$ cat config.mk
export PLATFORM = sky130hd
export DESIGN_NAME = gpio_port_ctrl
export DESIGN_NICKNAME = d
export VERILOG_FILES = /design/src/rtl/gpio_port_pkg.sv /design/src/rtl/gpio_sync.sv /design/src/rtl/gpio_mode_decode.sv /design/src/rtl/gpio_irq_unit.sv /design/src/rtl/gpio_port_ctrl.sv
export SDC_FILE = /design/constraint.sdc
export NUM_CORES = 1
export LEC_CHECK = 0
export CELL_PAD_IN_SITES_DETAIL_PLACEMENT = 1
export CELL_PAD_IN_SITES_GLOBAL_PLACEMENT = 1
export CORE_MARGIN = 4
export CORE_UTILIZATION = 44
export CTS_CLUSTER_DIAMETER = 120
export CTS_CLUSTER_SIZE = 14
export DETAILED_ROUTE_END_ITERATION = 8
export GPL_TIMING_DRIVEN = 1
export MAX_ROUTING_LAYER = met4
export PLACE_DENSITY = 0.93
export SYNTH_ARGS = -nofsm -noshare
export SYNTH_HDL_FRONTEND = slang
export SYNTH_SLANG_ARGS = --single-unit
$ cat constraint.sdc
create_clock -name clk -period 11.17 [get_ports clk]
set_input_delay 2.234 -clock clk [delete_from_list [all_inputs] [get_ports clk]]
set_output_delay 2.234 -clock clk [all_outputs]
set_load 0.02 [all_outputs]
$ cat src/rtl/gpio_port_pkg.sv
package gpio_port_pkg;

    typedef enum logic [2:0] {
        SEL_IRQ   = 3'd0,
        SEL_GATE  = 3'd1,
        SEL_PHI   = 3'd2,
        SEL_PLO   = 3'd3,
        SEL_PULL  = 3'd4,
        SEL_LEVEL = 3'd5,
        SEL_FLAG  = 3'd6,
        SEL_NONE  = 3'd7
    } reg_sel_e;

    typedef enum logic [1:0] {
        OP_READ = 2'd0,
        OP_SET  = 2'd1,
        OP_CLR  = 2'd2,
        OP_RSVD = 2'd3
    } reg_op_e;

    typedef enum logic [1:0] {
        PM_ALT  = 2'd0,
        PM_GPIO = 2'd1,
        PM_IRQ  = 2'd2
    } pin_mode_e;

    typedef struct packed {
        logic irq;
        logic gate;
        logic phi;
        logic plo;
    } pin_cfg_t;

    localparam int unsigned CFG_REGS = 5;

    function automatic pin_mode_e decode_mode(input pin_cfg_t c);
        if (c.irq)       return PM_IRQ;
        else if (c.gate) return PM_GPIO;
        else             return PM_ALT;
    endfunction

    // Per-bit reset value of configuration register idx: gate and pattern-high start at one
    function automatic logic cfg_reset_bit(input int idx);
        return (idx == int'(SEL_GATE)) || (idx == int'(SEL_PHI));
    endfunction

endpackage

$ cat src/rtl/gpio_sync.sv
module gpio_sync #(
    parameter int unsigned WIDTH  = 32,
    parameter int unsigned STAGES = 2
) (
    input  logic             clk,
    input  logic             rst,
    input  logic [WIDTH-1:0] async_in,
    output logic [WIDTH-1:0] sync_out
);
    logic [WIDTH-1:0] stage_q [STAGES];

    for (genvar s = 0; s < STAGES; s++) begin : g_stage
        always_ff @(posedge clk) begin
            if (rst)
                stage_q[s] <= '0;
            else if (s == 0)
                stage_q[s] <= async_in;
            else
                stage_q[s] <= stage_q[(s == 0) ? 0 : s-1];
        end
    end

    assign sync_out = stage_q[STAGES-1];
endmodule

$ cat src/rtl/gpio_mode_decode.sv
module gpio_mode_decode
    import gpio_port_pkg::*;
#(
    parameter int unsigned PINS = 32
) (
    input  logic [PINS-1:0]   cfg_irq,
    input  logic [PINS-1:0]   cfg_gate,
    input  logic [PINS-1:0]   cfg_phi,
    input  logic [PINS-1:0]   cfg_plo,
    output logic [PINS-1:0]   pad_out,
    output logic [PINS-1:0]   pad_oe,
    output logic [PINS-1:0]   alt_en,
    output logic [2*PINS-1:0] alt_sel
);
    for (genvar i = 0; i < PINS; i++) begin : g_pin
        pin_cfg_t  cfg;
        pin_mode_e mode;
        assign cfg  = '{irq: cfg_irq[i], gate: cfg_gate[i], phi: cfg_phi[i], plo: cfg_plo[i]};
        assign mode = decode_mode(cfg);

        always_comb begin
            pad_out[i]        = 1'b0;
            pad_oe[i]         = 1'b0;
            alt_en[i]         = 1'b0;
            alt_sel[2*i +: 2] = 2'b00;
            case (mode)
                PM_GPIO: begin
                    pad_oe[i]  = ~cfg.phi;
                    pad_out[i] = ~cfg.phi & cfg.plo;
                end
                PM_ALT: begin
                    alt_en[i]         = 1'b1;
                    alt_sel[2*i +: 2] = {cfg.phi, cfg.plo};
                end
                default: ;
            endcase
        end
    end
endmodule

$ cat src/rtl/gpio_irq_unit.sv
module gpio_irq_unit #(
    parameter int unsigned PINS = 32
) (
    input  logic            clk,
    input  logic            rst,
    input  logic [PINS-1:0] level,
    input  logic [PINS-1:0] cfg_irq,
    input  logic [PINS-1:0] cfg_gate,
    input  logic [PINS-1:0] cfg_phi,
    input  logic [PINS-1:0] cfg_plo,
    input  logic            clr_valid,
    input  logic [PINS-1:0] clr_mask,
    output logic [PINS-1:0] flag,
    output logic            irq_out
);
    logic [PINS-1:0] prev_q;
    logic [PINS-1:0] rise, fall, edge_hit, lvl_hit, set_hit, clr_bits;

    assign rise     = level & ~prev_q;
    assign fall     = ~level & prev_q;
    assign edge_hit = (rise & cfg_plo) | (fall & ~cfg_plo);
    assign lvl_hit  = ~(level ^ cfg_plo);
    assign set_hit  = cfg_irq & ((cfg_phi & edge_hit) | (~cfg_phi & lvl_hit));
    assign clr_bits = clr_valid ? clr_mask : '0;

    always_ff @(posedge clk) begin
        if (rst) begin
            prev_q <= '0;
            flag   <= '0;
        end else begin
            prev_q <= level;
            flag   <= (flag & ~clr_bits) | set_hit;
        end
    end

    assign irq_out = |(flag & cfg_irq & ~cfg_gate);

    AST_FLAG_NEEDS_IRQ_MODE: assert property (@(posedge clk) disable iff (rst)
        ((flag & ~$past(flag) & ~$past(cfg_irq)) == '0));
    AST_EDGE_NEEDS_TRANSITION: assert property (@(posedge clk) disable iff (rst)
        ((flag & ~$past(flag) & $past(cfg_irq & cfg_phi) & ~$past(level ^ prev_q)) == '0));
    AST_CLEAR_UNLESS_SET: assert property (@(posedge clk) disable iff (rst)
        clr_valid |=> ((flag & $past(clr_mask) & ~$past(set_hit)) == '0));
    AST_IRQ_HAS_SOURCE: assert property (@(posedge clk) disable iff (rst)
        irq_out |-> (|flag));
endmodule

$ cat src/rtl/gpio_port_ctrl.sv
module gpio_port_ctrl
    import gpio_port_pkg::*;
#(
    parameter int unsigned PINS = 32,
    parameter int unsigned SYNC_STAGES = 2
) (
    input  logic              clk,
    input  logic              rst,
    input  logic              bus_wr,
    input  logic              bus_rd,
    input  logic [4:0]        bus_addr,
    input  logic [PINS-1:0]   bus_wdata,
    output logic [PINS-1:0]   bus_rdata,
    input  logic [PINS-1:0]   pad_in,
    output logic [PINS-1:0]   pad_out,
    output logic [PINS-1:0]   pad_oe,
    output logic [PINS-1:0]   alt_en,
    output logic [2*PINS-1:0] alt_sel,
    output logic [PINS-1:0]   pull_en,
    output logic              irq_out
);
    reg_sel_e        sel;
    reg_op_e         op;
    logic [PINS-1:0] cfg_q [CFG_REGS];
    logic [PINS-1:0] level;
    logic [PINS-1:0] flag;
    logic            flag_clr;

    assign sel = reg_sel_e'(bus_addr[4:2]);
    assign op  = reg_op_e'(bus_addr[1:0]);

    for (genvar r = 0; r < CFG_REGS; r++) begin : g_cfg
        logic hit;
        assign hit = bus_wr && (int'(sel) == r);
        always_ff @(posedge clk) begin
            if (rst)
                cfg_q[r] <= {PINS{cfg_reset_bit(r)}};
            else if (hit && op == OP_SET)
                cfg_q[r] <= cfg_q[r] | bus_wdata;
            else if (hit && op == OP_CLR)
                cfg_q[r] <= cfg_q[r] & ~bus_wdata;
        end
    end

    assign flag_clr = bus_wr && sel == SEL_FLAG && op == OP_CLR;

    always_ff @(posedge clk) begin
        if (rst)
            bus_rdata <= '0;
        else if (bus_rd) begin
            case (sel)
                SEL_IRQ:   bus_rdata <= cfg_q[0];
                SEL_GATE:  bus_rdata <= cfg_q[1];
                SEL_PHI:   bus_rdata <= cfg_q[2];
                SEL_PLO:   bus_rdata <= cfg_q[3];
                SEL_PULL:  bus_rdata <= cfg_q[4];
                SEL_LEVEL: bus_rdata <= level;
                SEL_FLAG:  bus_rdata <= flag;
                default:   bus_rdata <= '0;
            endcase
        end
    end

    gpio_sync #(.WIDTH(PINS), .STAGES(SYNC_STAGES)) u_sync (
        .clk      (clk),
        .rst      (rst),
        .async_in (pad_in),
        .sync_out (level)
    );

    gpio_mode_decode #(.PINS(PINS)) u_decode (
        .cfg_irq  (cfg_q[0]),
        .cfg_gate (cfg_q[1]),
        .cfg_phi  (cfg_q[2]),
        .cfg_plo  (cfg_q[3]),
        .pad_out  (pad_out),
        .pad_oe   (pad_oe),
        .alt_en   (alt_en),
        .alt_sel  (alt_sel)
    );

    gpio_irq_unit #(.PINS(PINS)) u_irq (
        .clk       (clk),
        .rst       (rst),
        .level     (level),
        .cfg_irq   (cfg_q[0]),
        .cfg_gate  (cfg_q[1]),
        .cfg_phi   (cfg_q[2]),
        .cfg_plo   (cfg_q[3]),
        .clr_valid (flag_clr),
        .clr_mask  (bus_wdata),
        .flag      (flag),
        .irq_out   (irq_out)
    );

    assign pull_en = ~cfg_q[4];

    AST_SET_ALIAS: assert property (@(posedge clk) disable iff (rst)
        (bus_wr && sel == SEL_PLO && op == OP_SET) |=> ((cfg_q[3] & $past(bus_wdata)) == $past(bus_wdata)));
    AST_CLR_ALIAS: assert property (@(posedge clk) disable iff (rst)
        (bus_wr && sel == SEL_PHI && op == OP_CLR) |=> ((cfg_q[2] & $past(bus_wdata)) == '0));
    AST_NO_DRIVE_IN_IRQ: assert property (@(posedge clk) disable iff (rst)
        ((pad_oe & cfg_q[0]) == '0));
    AST_ALT_NOT_DRIVEN: assert property (@(posedge clk) disable iff (rst)
        ((pad_oe & alt_en) == '0));
endmodule

---- Word-level counts from Yosys, hierarchy flattened ----
Memories as Yosys holds them, arrays and structs flattened.
Cells that the tools add are included.
cells by class
  multiplexer cells ....................... 244
  bitwise gates (word level) .............. 109
  equal/unequal tests ..................... 44
  reductions and logical operators ........ 52
operators with widths
  cell                                            number
  AND 32 bit                                      15
  2-to-1 mux 32 bit                               13
  NOT 32 bit                                      9
  OR 32 bit                                       8
  case mux 32 bit (7 select lines)                1
  2-to-1 mux 1 bit                                166
  2-to-1 mux 2 bit                                64
  == test 2 x 1 -> 1 bit (second input constant)  33
  logical NOT 2 bit                               32
  AND 1 bit                                       32
  NOT 1 bit                                       32
  OR reduction 32 bit                             1
  bitwise XOR 32 bit                              1
  == test 3 bit (second input constant)           6
  logical AND 1 bit                               17
  OR 1 bit                                        12
  == test 3 x 2 -> 1 bit (second input constant)  3
  logical NOT 3 bit                               2
  == test 3 x 1 -> 1 bit (second input constant)  1
  == test 2 bit (second input constant)           1
storage, ports and cells
  register bits ........................... 96
  word-level logic and storage cells ...... 454
  memories ................................ 2
  input port bits ......................... 73
  memory bits (writable) .................. 224
  output and inout bits ................... 225
memory list
  name            depth  bits a word  rd ports  clocked after memory_dff  write ports  RTL line              source
  cfg_q           5      32           5         0                         5            gpio_port_ctrl.sv:24  logic [PINS-1:0] cfg_q [CFG_REGS];
  u_sync.stage_q  2      32           2         0                         2            gpio_sync.sv:10       logic [WIDTH-1:0] stage_q [STAGES];

---- Logic depth before layout (Yosys ltp) ----
Gate-level depths: netlist of run 1.
An unclocked memory read counts as a cell.
  depth after elaboration ................. 9
  mapped depth ............................ 8
  depth with buffers taken out ............ 5

---- Hierarchy ----
Synthesis of run 1 repeated with hierarchy kept, for this count alone.
unflattened totals
  cell total of the unflattened synthesis .. 1653
  area, all modules ....................... 16647.2 um2
modules (own cells, without submodules)
  module            sequential area each (um2)  cells an instance  area each (um2)  times used
  gpio_port_ctrl    5445.2                      942                10488.8          1
  gpio_irq_unit     1281.2                      416                2999.1           1
  gpio_sync         1281.2                      135                1918.1           1
  gpio_mode_decode  0.0                         160                1241.2           1

---- Least setup slack after synthesis of run 1 ----
No wires, ideal clock.
  kind .................................... input to register
  start point ............................. input port bus_addr[3]
  end point ............................... memory cfg_q[1][0] (enable)
  required time ........................... 10700 ps
  arrival time ............................ 5208 ps
  setup time .............................. 470 ps
  slack ................................... 5492 ps
  buffers on the path ..................... 3
  stages on the path ...................... 4
  cell sequence ........................... buf_2 buf_4 buf_2 o31ai_1
RTL lines
  what             RTL line              source
  start, declared  gpio_port_ctrl.sv:11  input logic [4:0] bus_addr,
  end, declared    gpio_port_ctrl.sv:24

==> results of run 1 <==
-- synthesized netlist by cell type (3+ instances only) --
library cell / number
a211oi_1: 66
a211oi_2: 61
a21oi_1: 34
a221oi_1: 3
a221oi_2: 7
a222oi_1: 21
a22oi_1: 41
a31oi_1: 7
and2_1: 64
and3b_1: 8
buf_2: 53
buf_4: 6
buf_6: 16
clkbuf_1: 53
dfxtp_1: 160
edfxtp_1: 160
inv_1: 97
mux2_2: 15
mux2_4: 5
mux2i_1: 44
nand2_1: 129
nand3_1: 57
nand3b_1: 3
nor2_1: 258
nor2b_1: 97
nor3_1: 66
nor3b_1: 3
nor3b_2: 7
o211ai_1: 16
o211ai_2: 7
o21ai_0: 7
o21ai_1: 19
o22ai_1: 74
o31ai_1: 32
-- state kept, by name, indices dropped and copies added (netlist names) --
name	cells
cfg_q	160
u_sync.stage_q	64
bus_rdata	32
u_irq.flag	32
u_irq.prev_q	32
-- critical path, stage by stage (launching register included) --
cell and delay (ns):
edfxtp_1 0.52, and3b_1 0.33, a31oi_1 0.33, o211ai_1 0.27
nor4_1 0.29, nand2_1 0.18, clkdlybuf4s50_1 0.57
-- final cells by class --
type                            count  area [sq um]  area share
Inverter                           99           372      0.0184
Multi-Input combinational cell   1169          7390       0.366
Antenna cell                        5          12.5    0.000619
Tap cell                          468           586      0.0290
Sequential cell                   320          8010       0.396
Timing Repair Buffer              311          3070       0.152
Clock buffer                       48           764      0.0378
-- metal layers --
metal	vias up	track usage	part of all wire
met5	-	-	0
met4	0	0.187	0.068
met3	317	0.0574	0.096
met2	1106	0.498	0.47
met1	7739	0.374	0.37
li1	6588	-	-
-- worst max path at each step --
stage / end / slack, ns / cells after the start
after floorplan: cfg_q[1][0] / 5.49 / 4
after global placement: cfg_q[4][0] / 5.72 / 6
after detailed placement: cfg_q[4][1] / 5.61 / 6
after CTS: irq_out / 5.97 / 6
after global routing: irq_out / 5.83 / 6
final: irq_out / 5.89 / 6
-- where the power goes --
| part | leakage, nW | internal, mW | switching, mW |
|---|---|---|---|
| Clock | 0.364 | 0.459 | 0.443 |
| Sequential | 2.75 | 1.27 | 0.0495 |
| Combinational | 4.21 | 0.105 | 0.175 |
-- per-stage QoR --
stage / setup WS [ns] / hold slack [ns] / power [mW] / utilization
CTS: 5.97 / 0.440 / 2.50 / 0.552
detailed placement: 5.61 / 0.424 / 1.61 / 0.531
global route: 5.83 / 0.461 / 2.56 / 0.552
finish: 5.89 / 0.439 / 2.50 / 0.552
floorplan: 5.49 / 0.414 / 1.49 / -
global placement: 5.72 / 0.416 / 1.60 / 0.531
-- cells by family after synthesis --
family,Yosys count
flip-flops,320
multiplexers,64
buffers and inverters,228
XOR/XNOR,1
AO/OA/AOI/OAI,397
AND/OR/NAND/NOR,707
-- cell usage in the layout, fill, tap and decap left out, types with 55 or more instances in the layout --
master and n:
edfxtp_1 160, and2_1 64, nor2b_1 97, nor2_1 256, nor3_1 66, clkdlybuf4s50_1 293
nand3_1 55, a211oi_2 61, nand2_1 126, a211oi_1 66, o22ai_1 74, dfxtp_1 160
inv_1 97
==> impl_metrics.csv, run 1 <==
group,metric,value,unit
logic_synthesis,synth_cells,1717,
cts,cts_tree,"built",
cts,cts.clk_slew.worst_paths,0.07,ns
worst_hold_path,hold_path_end,"u_sync.stage_q[1][22]",
finish,nFillCells,4083,
timing,min_period_over_period,0.473,
finish,area_growth,23.6,%
timing,rsz0062_at_grt,"false",
worst_hold_path,holdPathStages,1,
timing,slew_violations,33,
drt,drc,0,
logic_synthesis,yosys-top-cells-area,"edfxtp_1 (29%), dfxtp_1 (20%), nor2_1 (5.9%)",
cts,clk_latency,0.56,ns
logic_synthesis,synth_compound_area_frac,0.195,
outcome,violations,"capacitance limit, slew limit",
place,port_buffers,297,
timing,hold_viol_final,0,
logic_synthesis,ys_warn_count,0,
logic_synthesis,async_reset_ff_frac,0,
timing,max_freq,0.189,GHz
drt,routed_via_density,6.51,
setup_path,rr_endpoint,"bus_rdata[8]",
logic_synthesis,syn_area,16400,sq um
logic_synthesis,synth_flop_cell,"edfxtp_1",
drt,avgRoutedWirePerCell,27.0,um
setup_path,rr_worst_depth,5,
power,peakVddDrop,0.103,mV
setup_path,path_max_fanout,7,
logic_synthesis,synth-edff-count,160,
place,place_area,19400,sq um
setup_path,crit_type,"flop to output pin",
place,dp_hpwl,42.5,mm
drt,first_pass_iters,6,
timing,finalSetupViolCount,0,
die,start_util,0.447,
logic_synthesis,synth_top_area_frac,0.294,
global_route,grt_pass1_wl,98.0,mm
drt,ant_nets,0,
worst_hold_path,hp-class,"flop to flop",
logic_synthesis,syn_avg_cell_area,9.52,sq um
logic_synthesis,synth_top_family_by_area,"simple AND/OR/NAND/NOR gates",
cts,cts_buffers,26,
logic_synthesis,synth_simple_gate_area_share,0.208,
cts,clock-root-buffer,"clkbuf_16",
outcome,status,"finished with violations",
place,post-place-cells,2367,
drt,wl,65.2,mm
timing,setup-tns-final,0,ns
cts,clk_path_buf_depth,3,
die,io_pins,298,
global_route,grt_pass1_vias,16443,
die,die_area,40300,sq um
setup_path,worst_ep_arrival_time,3.04,ns
setup_path,r2r_start,"cfg_q[3][8]",
finish,drive_above_1_share,0.0873,
die,fp.dieH,201,um
worst_hold_path,min_from,"u_sync.stage_q[0][22]",
logic_synthesis,synth.largest_area_cell,"edfxtp_1",
finish,fin_nets,2000,
die,core-area,36600,sq um
cts,htree_levels,1,
logic_synthesis,synthXorXnorAreaFrac,0.000536,
global_route,track_usage,0.314,
logic_synthesis,synthMuxAreaShare,0.0419,
finish,finalNonFillerCells,2420,
drt,drt-initial-drc-count,1832,
die,row_count,70,
power,p_leak,7.32,nW
timing,period_minus_slack,5.28,ns
setup_path,start_kind,"flop",
setup_path,end_kind,"output pin",
logic_synthesis,ys_types,50,
global_route,grt_overflow,0,
logic_synthesis,ys_ff_latch,320,
logic_synthesis,synthAdderAreaFrac,0,
timing,slew_headroom,-0.0162,
logic_synthesis,seq_area_frac_synth,0.490,
timing,finClkSkew,0.0111,ns
cts,clock-sinks,320,
run,maxCapViolCount,1,
setup_path,r2r_slack,9.35,ns
cts,cts_resized,0,
logic_synthesis,synthesis.nets,1790,
finish,final_area,20200,sq um
drt,vias,15750,
place,gp_congestion,0.897,
cts,cts_hold_buf,0,
setup_path,crit_required,8.94,ns
global_route,grt_start_max_net_pins,95,
timing,tightest_slew,1.52,ns
cts,cts_setup_buffers,0,
die,die_w,201,um
global_route,antenna_found_initial,5,
setup_path,startpoint,"cfg_q[0][10]",
power,p_per_area,124,nW/um^2
Power figures use the tool's default switching activity.
==> run 2, diff against run 1 <==
- CORE_UTILIZATION: 44 -> 37
- PLACE_DENSITY: 0.93 -> 0.84
- clock period: 11.17 -> 4.5 ns (I/O delays scaled with it)
==> run 2 against run 1 <==
  * The run now ends clean
  * Power is 150% higher
  * Via count is 6.1% lower
  * Routed wire length is 3.4% lower
  * Sequential share of layout area is 0.54 points lower
  * Clock skew is 0.0059 ns higher
  * Non-clock buffer count is 14 higher
==> impl_metrics.csv, run 2 (synthesized netlist as in run 1, its figures left out) <==
group,metric,value,unit
outcome,status,"finished clean",
timing,min_period_over_period,0.854,
timing,tightest_slew,1.11,ns
die,die_w,218,um
global_route,antenna_found_initial,2,
setup_path,cp_top_family,"simple AND/OR/NAND/NOR gates",
timing,setup-tns-final,0,ns
cts,clock-sinks,320,
finish,nFillCells,4928,
finish,final_cell_mix,"clkdlybuf4s50_1 (293), nor2_1 (256), dfxtp_1 (160), edfxtp_1 (160), nand2_1 (126)",
place,pre_cts_ws,1.11,ns
global_route,track_usage,0.260,
cts,cts.clk_slew.worst_paths,0.07,ns
place,post-place-cells,2498,
place,dp_hpwl,42.5,mm
drt,avgRoutedWirePerCell,24.7,um
cts,cts_resized,0,
die,core-area,43400,sq um
setup_path,crit_required,3.60,ns
setup_path,worst_ep_arrival_time,2.94,ns
setup_path,cpPeakStageDelay,0.57,ns
setup_path,critPathBufInv,1,
finish,largest_register_ffs,160,
drt,vias,14787,
finish,area_growth,25.3,%
run,maxCapViolCount,0,
timing,finalSetupViolCount,0,
die,start_util,0.377,
cts,clk_path_buf_depth,3,
finish,top_regs,"cfg_q (160), u_sync.stage_q (64)",
timing,fin_ws,0.656,ns
power,p_leak,7.40,nW
power,p_per_area,302,nW/um^2
place,port_buffers,297,
global_route,grt_pass1_vias,15452,
die,io_pins,298,
timing,slew_headroom,0.255,
drt,wl,63.0,mm
finish,final_common_cell,"clkdlybuf4s50_1",
cts,clock-root-buffer,"clkbuf_16",
timing,finClkSkew,0.0170,ns
setup_path,cp_slowest_cell,"clkdlybuf4s50_1",
drt,drt-initial-drc-count,1335,
timing,period_minus_slack,3.84,ns
die,die_area,47600,sq um
finish,utilization,0.472,
global_route,grt_overflow,0,
cts,cts_tree,"built",
timing,rsz0062_at_grt,"false",
global_route,grt_pass1_wl,94.4,mm
cts,clk_latency,0.55,ns
cts,htree_levels,1,
finish,fin_nets,2014,
cts,cts_buffers,26,
worst_hold_path,hp-class,"flop to flop",
setup_path,crit_type,"flop to output pin",
die,row_count,76,
place,place_area,19700,sq um
timing,hold_viol_final,0,
timing,slew_violations,0,
drt,ant_nets,0,
power,peakVddDrop,0.208,mV
finish,largest_register,"cfg_q",
setup_path,start_kind,"flop",
timing,max_freq,0.260,GHz
setup_path,end_kind,"output pin",
finish,finalNonFillerCells,2547,
cts,cts_hold_buf,0,
drt,drc,0,
finish,final_area,20500,sq um
place,gp_congestion,0.891,
drt,first_pass_iters,8,
setup_path,path_max_fanout,7,
power,power,6.19,mW
drt,routed_via_density,5.81,
finish,drive_above_1_share,0.0938,
global_route,grt_start_max_net_pins,90,
cts,cts_setup_buffers,0,
timing,holdWs,0.437,ns
setup_path,crit_chain,"and3b_1 -> a31oi_1 -> o211ai_1 -> nor4_1 -> nand2_1 -> clkdlybuf4s50_1",
die,fp.dieH,218,um
-- run 2: area by class of cell --
cell class | count | area, sq um | area share
Inverter | 99 | 372 | 0.0181
Antenna cell | 1 | 2.50 | 0.000122
Tap cell | 585 | 732 | 0.0357
Timing Repair Buffer | 325 | 3210 | 0.157
Multi-Input combinational cell | 1169 | 7390 | 0.361
Sequential cell | 320 | 8010 | 0.391
Clock buffer | 48 | 764 | 0.0373
-- run 2: path summary, 6_finish.rpt --
check                                            from               endpoint  slack, ns  cells past startpoint
worst min-delay path            u_sync.stage_q[0][23]  u_sync.stage_q[1][23]       0.44                      1
worst max register to register            cfg_q[3][3]           bus_rdata[3]       2.87                      5
worst min register to register  u_sync.stage_q[0][23]  u_sync.stage_q[1][23]       0.44                      1
worst max-delay path                     cfg_q[0][10]                irq_out       0.66                      6
-- run 2: routing by layer --
metal  part of all wire  vias up  track usage  routed length (um)
li1                   -     6607            -                   -
met4              0.027        0       0.0750                1700
met1               0.41     7477        0.327               26000
met3              0.063       91       0.0335                3970
met5                  0        -            -                   0
met2               0.50      612        0.442               31400
-- run 2: report_power, final --
part | total, mW | leakage (nW) | internal (mW) | switching [mW]
clock network | 2.23 | 0.364 | 1.14 | 1.09
logic | 0.690 | 4.29 | 0.266 | 0.424
registers | 3.27 | 2.75 | 3.16 | 0.115
